--- src/rtl/rbs_pkg.sv ---
`timescale 1ns/1ps
package rbs_pkg;
  localparam int unsigned HDR_W = 2;

  function automatic logic hdr_good(input logic [HDR_W-1:0] h);
    return h[0] ^ h[1];
  endfunction
endpackage

--- src/rtl/rbs_gearbox.sv ---
`timescale 1ns/1ps
module rbs_gearbox #(
  parameter int unsigned W  = 32,
  parameter int unsigned HW = rbs_pkg::HDR_W
) (
  input  logic          clk_i,
  input  logic          rst_ni,
  input  logic [W-1:0]  word_i,
  input  logic          slip_i,
  output logic [W-1:0]  data_o,
  output logic [HW-1:0] hdr_o,
  output logic          first_o,
  output logic          valid_o
);
  localparam int unsigned BUFW = W + HW + 1;
  localparam int unsigned EXTW = BUFW + W;
  localparam int unsigned CW   = $clog2(EXTW + 1);

  logic [BUFW-1:0] buf_q;
  logic [CW-1:0]   cnt_q;
  logic            half_q, pend_q, run_q;
  logic [EXTW-1:0] ext, sh;
  logic [CW-1:0]   avail, need;
  logic            drop, emit;

  always_comb begin
    ext   = EXTW'(buf_q) | (EXTW'(word_i) << cnt_q);
    avail = cnt_q + CW'(W);
    drop  = !half_q && (slip_i || pend_q);
    need  = half_q ? CW'(W) : CW'(W + HW) + CW'(drop);
    emit  = avail >= need;
    sh    = ext >> drop;
  end

  always_ff @(posedge clk_i or negedge rst_ni) begin
    if (!rst_ni) begin
      buf_q   <= '0;
      cnt_q   <= '0;
      half_q  <= 1'b0;
      pend_q  <= 1'b0;
      run_q   <= 1'b0;
      data_o  <= '0;
      hdr_o   <= '0;
      first_o <= 1'b0;
      valid_o <= 1'b0;
    end else begin
      valid_o <= emit;
      first_o <= emit && !half_q;
      run_q   <= run_q | emit;
      if (emit) begin
        buf_q  <= BUFW'(ext >> need);
        cnt_q  <= avail - need;
        half_q <= !half_q;
        pend_q <= half_q ? (pend_q | slip_i) : 1'b0;
        if (!half_q) begin
          hdr_o  <= sh[HW-1:0];
          data_o <= sh[HW+W-1:HW];
        end else begin
          data_o <= ext[W-1:0];
        end
      end else begin
        buf_q  <= BUFW'(ext);
        cnt_q  <= avail;
        pend_q <= pend_q | slip_i;
      end
    end
  end


  valid_gap_chk: assert property (@(posedge clk_i) disable iff (!rst_ni)
    run_q && !valid_o |=> valid_o);


  half_pair_chk: assert property (@(posedge clk_i) disable iff (!rst_ni)
    valid_o && first_o |=> valid_o && !first_o);
endmodule

--- src/rtl/rbs_sync.sv ---
`timescale 1ns/1ps
module rbs_sync #(
  parameter int unsigned LOCK_CNT = 64,
  parameter int unsigned WIN_LEN  = 64,
  parameter int unsigned BAD_MAX  = 16
) (
  input  logic       clk_i,
  input  logic       rst_ni,
  input  logic       hdr_vld_i,
  input  logic [1:0] hdr_i,
  input  logic       idle_i,
  output logic       slip_o,
  output logic       lock_o,
  output logic       link_o
);
  localparam int unsigned GW = $clog2(LOCK_CNT + 1);
  localparam int unsigned WW = $clog2(WIN_LEN + 1);
  localparam int unsigned BW = $clog2(BAD_MAX + 1);

  logic [GW-1:0] good_q;
  logic [WW-1:0] win_q;
  logic [BW-1:0] bad_q;
  logic          ok, lose;

  assign ok   = rbs_pkg::hdr_good(hdr_i);
  assign lose = hdr_vld_i && lock_o && !ok && (bad_q == BW'(BAD_MAX - 1));

  always_ff @(posedge clk_i or negedge rst_ni) begin
    if (!rst_ni) begin
      good_q <= '0;
      win_q  <= '0;
      bad_q  <= '0;
      slip_o <= 1'b0;
      lock_o <= 1'b0;
      link_o <= 1'b0;
    end else begin
      slip_o <= 1'b0;
      link_o <= lose ? 1'b0 : (link_o | (lock_o & idle_i));
      if (hdr_vld_i) begin
        if (!lock_o) begin
          if (ok) begin
            if (good_q == GW'(LOCK_CNT - 1)) begin
              lock_o <= 1'b1;
              good_q <= '0;
              win_q  <= '0;
              bad_q  <= '0;
            end else begin
              good_q <= good_q + 1'b1;
            end
          end else begin
            slip_o <= 1'b1;
            good_q <= '0;
          end
        end else if (lose) begin
          lock_o <= 1'b0;
          good_q <= '0;
          win_q  <= '0;
          bad_q  <= '0;
        end else if (win_q == WW'(WIN_LEN - 1)) begin
          win_q <= '0;
          bad_q <= '0;
        end else begin
          win_q <= win_q + 1'b1;
          bad_q <= bad_q + BW'(!ok);
        end
      end
    end
  end


  slip_unlocked_chk: assert property (@(posedge clk_i) disable iff (!rst_ni)
    slip_o |-> !lock_o);


  slip_pulse_chk: assert property (@(posedge clk_i) disable iff (!rst_ni)
    slip_o |=> !slip_o);


  lock_rise_chk: assert property (@(posedge clk_i) disable iff (!rst_ni)
    $rose(lock_o) |-> $past(hdr_vld_i && ok));


  link_needs_lock_chk: assert property (@(posedge clk_i) disable iff (!rst_ni)
    link_o |-> lock_o);


  link_rise_chk: assert property (@(posedge clk_i) disable iff (!rst_ni)
    $rose(link_o) |-> $past(idle_i && lock_o));
endmodule

--- src/rtl/rx_block_sync.sv ---
`timescale 1ns/1ps
module rx_block_sync #(
  parameter int unsigned W        = 32,
  parameter int unsigned LOCK_CNT = 64,
  parameter int unsigned WIN_LEN  = 64,
  parameter int unsigned BAD_MAX  = 16
) (
  input  logic         clk_i,
  input  logic         rst_ni,
  input  logic [W-1:0] rx_word_i,
  input  logic         idle_i,
  output logic [W-1:0] data_o,
  output logic [1:0]   hdr_o,
  output logic         first_o,
  output logic         valid_o,
  output logic         slip_o,
  output logic         lock_o,
  output logic         link_o
);
  logic hdr_vld;

  rbs_gearbox #(.W(W), .HW(rbs_pkg::HDR_W)) u_gearbox (
    .clk_i   (clk_i),
    .rst_ni  (rst_ni),
    .word_i  (rx_word_i),
    .slip_i  (slip_o),
    .data_o  (data_o),
    .hdr_o   (hdr_o),
    .first_o (first_o),
    .valid_o (valid_o)
  );

  assign hdr_vld = valid_o & first_o;

  rbs_sync #(.LOCK_CNT(LOCK_CNT), .WIN_LEN(WIN_LEN), .BAD_MAX(BAD_MAX)) u_sync (
    .clk_i     (clk_i),
    .rst_ni    (rst_ni),
    .hdr_vld_i (hdr_vld),
    .hdr_i     (hdr_o),
    .idle_i    (idle_i),
    .slip_o    (slip_o),
    .lock_o    (lock_o),
    .link_o    (link_o)
  );
endmodule

--- config.mk ---
export PLATFORM = sky130hd
export DESIGN_NAME = rx_block_sync
export DESIGN_NICKNAME = d
export VERILOG_FILES = /design/src/rtl/rbs_pkg.sv /design/src/rtl/rbs_gearbox.sv /design/src/rtl/rbs_sync.sv /design/src/rtl/rx_block_sync.sv
export SDC_FILE = /design/constraint.sdc
export NUM_CORES = 1
export LEC_CHECK = 0
export ABC_AREA = 1
export ABC_CLOCK_PERIOD_IN_PS = 2800
export BUFFER_PORTS_ARGS = -buffer_cell sky130_fd_sc_hd__buf_2
export CAP_MARGIN = 25
export CORE_MARGIN = 8
export CORE_UTILIZATION = 55
export DETAILED_ROUTE_END_ITERATION = 8
export GPL_ROUTABILITY_DRIVEN = 0
export PLACE_DENSITY_LB_ADDON = 0.12
export SYNTH_ARGS = -nofsm -noshare
export SYNTH_HDL_FRONTEND = slang
export SYNTH_SLANG_ARGS = --single-unit
--- constraint.sdc ---
create_clock -name clk_i -period 2.8 [get_ports clk_i]
set_input_delay 0.42 -clock clk_i [delete_from_list [all_inputs] [get_ports clk_i]]
set_output_delay 0.42 -clock clk_i [all_outputs]
set_load 0.02 [all_outputs]
==> metrics.md <==
| Metric | Value |
|---|---|
| Crit path required time | `3050 ps` |
| Number of flops mapped to enable cells by yosys | `0` |
| CP Class | `reg2reg` |
| Crit path max-delay cell type | `dfrtp_1` |
| Clock Skew | `12.4 ps` |
| CP arrival | `2790 ps` |
| TritonCTS clock tree | `built` |
| RR Endpoint | `u_gearbox.hdr_o[0]` |
| Std-Cell Rows | `45` |
| Global-route wire length before repair | `46.0 mm` |
| Place WS | `-73.3 ps` |
| GRT Util Overall | `0.292` |
| Slew headroom | `0.399` |
| Tmin final | `2530 ps` |
| TritonCTS Buffers | `9` |
| Crit path cell chain | `nor2_1 > nor2_4 > ha_1 > inv_1 > a211oi_1 > nand2_1 > nand2_1 > nand3_2 > buf_6 > nand2_2 > inv_6 > o21ai_0 > o22a_1` |
| Slew Viols, Final | `0` |
| CTS clk-pin slew, worst paths | `80 ps` |
| Commonest non-fill, non-tap cell in the layout | `nand2_1` |
| Worst setup EP type | `flip-flop` |
| DR iter-0 viols | `1,301` |
| WL per Instance | `18.5 um` |
| Most used DFF post-synth | `dfrtp_1` |
| Placement Cell Area | `8770 um^2` |
| Core area | `15,000 um^2` |
| Async S/R FF share, synth | `1.00` |
| Drt pass-1 iters | `6` |
| Die Y | `139 um` |
| Hold-fix buffers at CTS | `0` |
| Final ANT Viol Nets | `0` |
| Setup WS post-layout | `266 ps` |
| Syn Inst Count | `1,327` |
| # clock sinks | `102` |
| Clk_lat worst skew | `360 ps` |
| Via/cell ratio | `6.08` |
| Hold/Removal Path Class | `in2async` |
| Clk buf depth | `2` |
| Tcrit/Tclk final | `0.905` |
| Most frequent cells in the layout | `nand2_1, nand3_1, dfrtp_1` |
| CP Launch Point | `u_sync.slip_o` |
| Fmax | `0.395 GHz` |
| Antenna violations before repair | `0` |
| Synth-to-Final Area Change | `8.86%` |
| Flops & latches, synth | `102` |
| Die area | `19,300 um^2` |
| Hold Vio Cnt, Final | `0` |
| Layout cells sized above 1 | `0.113` |
| Nets | `1,402` |
| Top cell by count, worst path | `nand2_1` |
| Starting Density | `0.554` |
| Mean Syn Cell Area | `6.28 um^2` |
| Detailed-route via count | `9,433` |
| Max Fanout on Critical Path | `50` |
| HPWL after DPL | `21.2 mm` |
| Die width | `139 um` |
| Seq/Total Area, Yosys | `0.306` |
| Final setup fails | `0` |
| Syn Nets | `1,370` |
| Actual slew at the worst max-slew pin | `902 ps` |
| Worst r2r path cells | `13` |
| Vias in the first global route | `8,682` |
| Buffers on Ports | `73` |
| Worst path max stage delay | `380 ps` |
| Reg2reg setup slack | `270 ps` |
| Ys Warns | `0` |
| Yosys cell types | `46` |
| DRT Wirelength | `28.7 mm` |
| Startpoint types | `flip-flop` |
| Reg-to-reg startpoint | `u_sync.slip_o` |
| Pin count of the biggest net entering global routing | `57` |
| H-tree depth | `3` |
| Status | `complete, no violations` |
| RSZ-0062 raised after global routing | `no` |
| Gr ovfl total | `0` |
| DRC | `0` |
| Max cap viols | `0` |
| # diodes | `0` |
| Syn Std Cell Area | `8330 um^2` |
| Final setup TNS | `0 ps` |
| Finished layout cell area | `9070 um^2` |
| Root buffer cell | `clkbuf_16` |
| IO Pins | `74` |
-- registers in the layout, summed over array words and instances (netlist names), 2 cells and up --
name	cells
u_gearbox.hdr_o	2
u_gearbox.buf_q	35
u_gearbox.cnt_q	7
u_sync.good_q	7
u_sync.win_q	7
u_gearbox.data_o	32
u_sync.bad_q	5
-- worst max-delay path by stage --
stage,to,slack [ps],depth (start not counted)
2_1_floorplan,u_gearbox.buf_q[15],240,15
3_3_place_gp,u_gearbox.hdr_o[0],0.09,13
3_5_place_dp,u_gearbox.hdr_o[0],-70,13
4_1_cts,u_gearbox.hdr_o[0],80,13
5_1_grt,u_gearbox.hdr_o[0],50,13
6_report,u_gearbox.hdr_o[0],270,13
-- critical path: cells and delay by family, from the launching register on --
family                   cells  cell delay [ps]
AND/OR/NAND/NOR              6              740
adder cells (fa/ha/maj)      1              180
flip-flops                   1              380
buffers and inverters        3              700
AO/OA/AOI/OAI                3              410
-- metal layers --
layer / GRT usage / up-vias / wire, um
li1: - / 4491 / -
met1: 0.395 / 4365 / 12100
met2: 0.452 / 505 / 12800
met3: 0.0575 / 72 / 2830
met4: 0.112 / 0 / 987
met5: 0 / - / 0
-- kinds of logic (layout without fill, tap and decap cells) --
group,count (synthesis),count (layout),synth area share
AOI/OAI and AO/OA,157,157,0.118
DFF,102,102,0.306
buffers and inverters,175,212,0.0956
adders and majority gates,8,8,0.0129
xor gates and xnor gates,7,7,0.00826
and+or+nand+nor,878,878,0.459
-- stage by stage --
step / std cells / util / hold slack, ps
4_1_cts: 1552 / 0.603 / 124
3_3_place_gp: 1536 / 0.583 / 455
2_1_floorplan: 1327 / - / 124
3_5_place_dp: 1536 / 0.583 / 455
6_report: 1552 / 0.603 / 90.4
5_1_grt: 1552 / 0.603 / 146
-- Yosys cell counts (2+ instances only) --
library cell,count,area share
a21o_1,4,0.0036
o22ai_1,2,0.0015
o221ai_1,2,0.0021
o21ai_0,40,0.024
nor2_1,61,0.027
inv_2,8,0.0036
dfrtp_1,102,0.31
a22oi_1,22,0.020
nand2_2,2,0.0015
a2bb2oi_1,2,0.0021
a31oi_1,6,0.0045
o21bai_1,7,0.0063
buf_2,33,0.020
nand3_1,341,0.20
nor2_2,3,0.0023
o211ai_1,13,0.012
nor3_1,9,0.0054
o21ai_1,24,0.014
nand4_1,6,0.0045
clkbuf_1,22,0.0099
buf_6,8,0.011
o21bai_2,3,0.0041
buf_4,7,0.0063
inv_4,2,0.0015
nor2_4,4,0.0054
nand2_1,444,0.20
buf_1,11,0.0050
ha_1,7,0.011
or2_2,2,0.0015
o21ai_2,3,0.0032
xor2_1,6,0.0063
inv_1,83,0.037
a21oi_1,24,0.014
nor3b_1,2,0.0018
-- final cells by class --
class                           instances  area, um^2
Fill cell                            1510        5960
Multi-Input combinational cell       1050        4990
Sequential cell                       102        2550
Timing Repair Buffer                  102         627
Inverter                               94         370
Tap cell                              188         235
Clock buffer                            9         225
Clock inverter                          7        67.6
-- repair_timing --
item | CTS | global route
gates resized for setup | 1 | 2
endpoints found under the setup margin | 12 | 14
setup buffers | 0 | 0
Power is left out: the tool's default activity adds up to more than one toggle a clock period on the data nets, which glitch-free logic cannot reach.
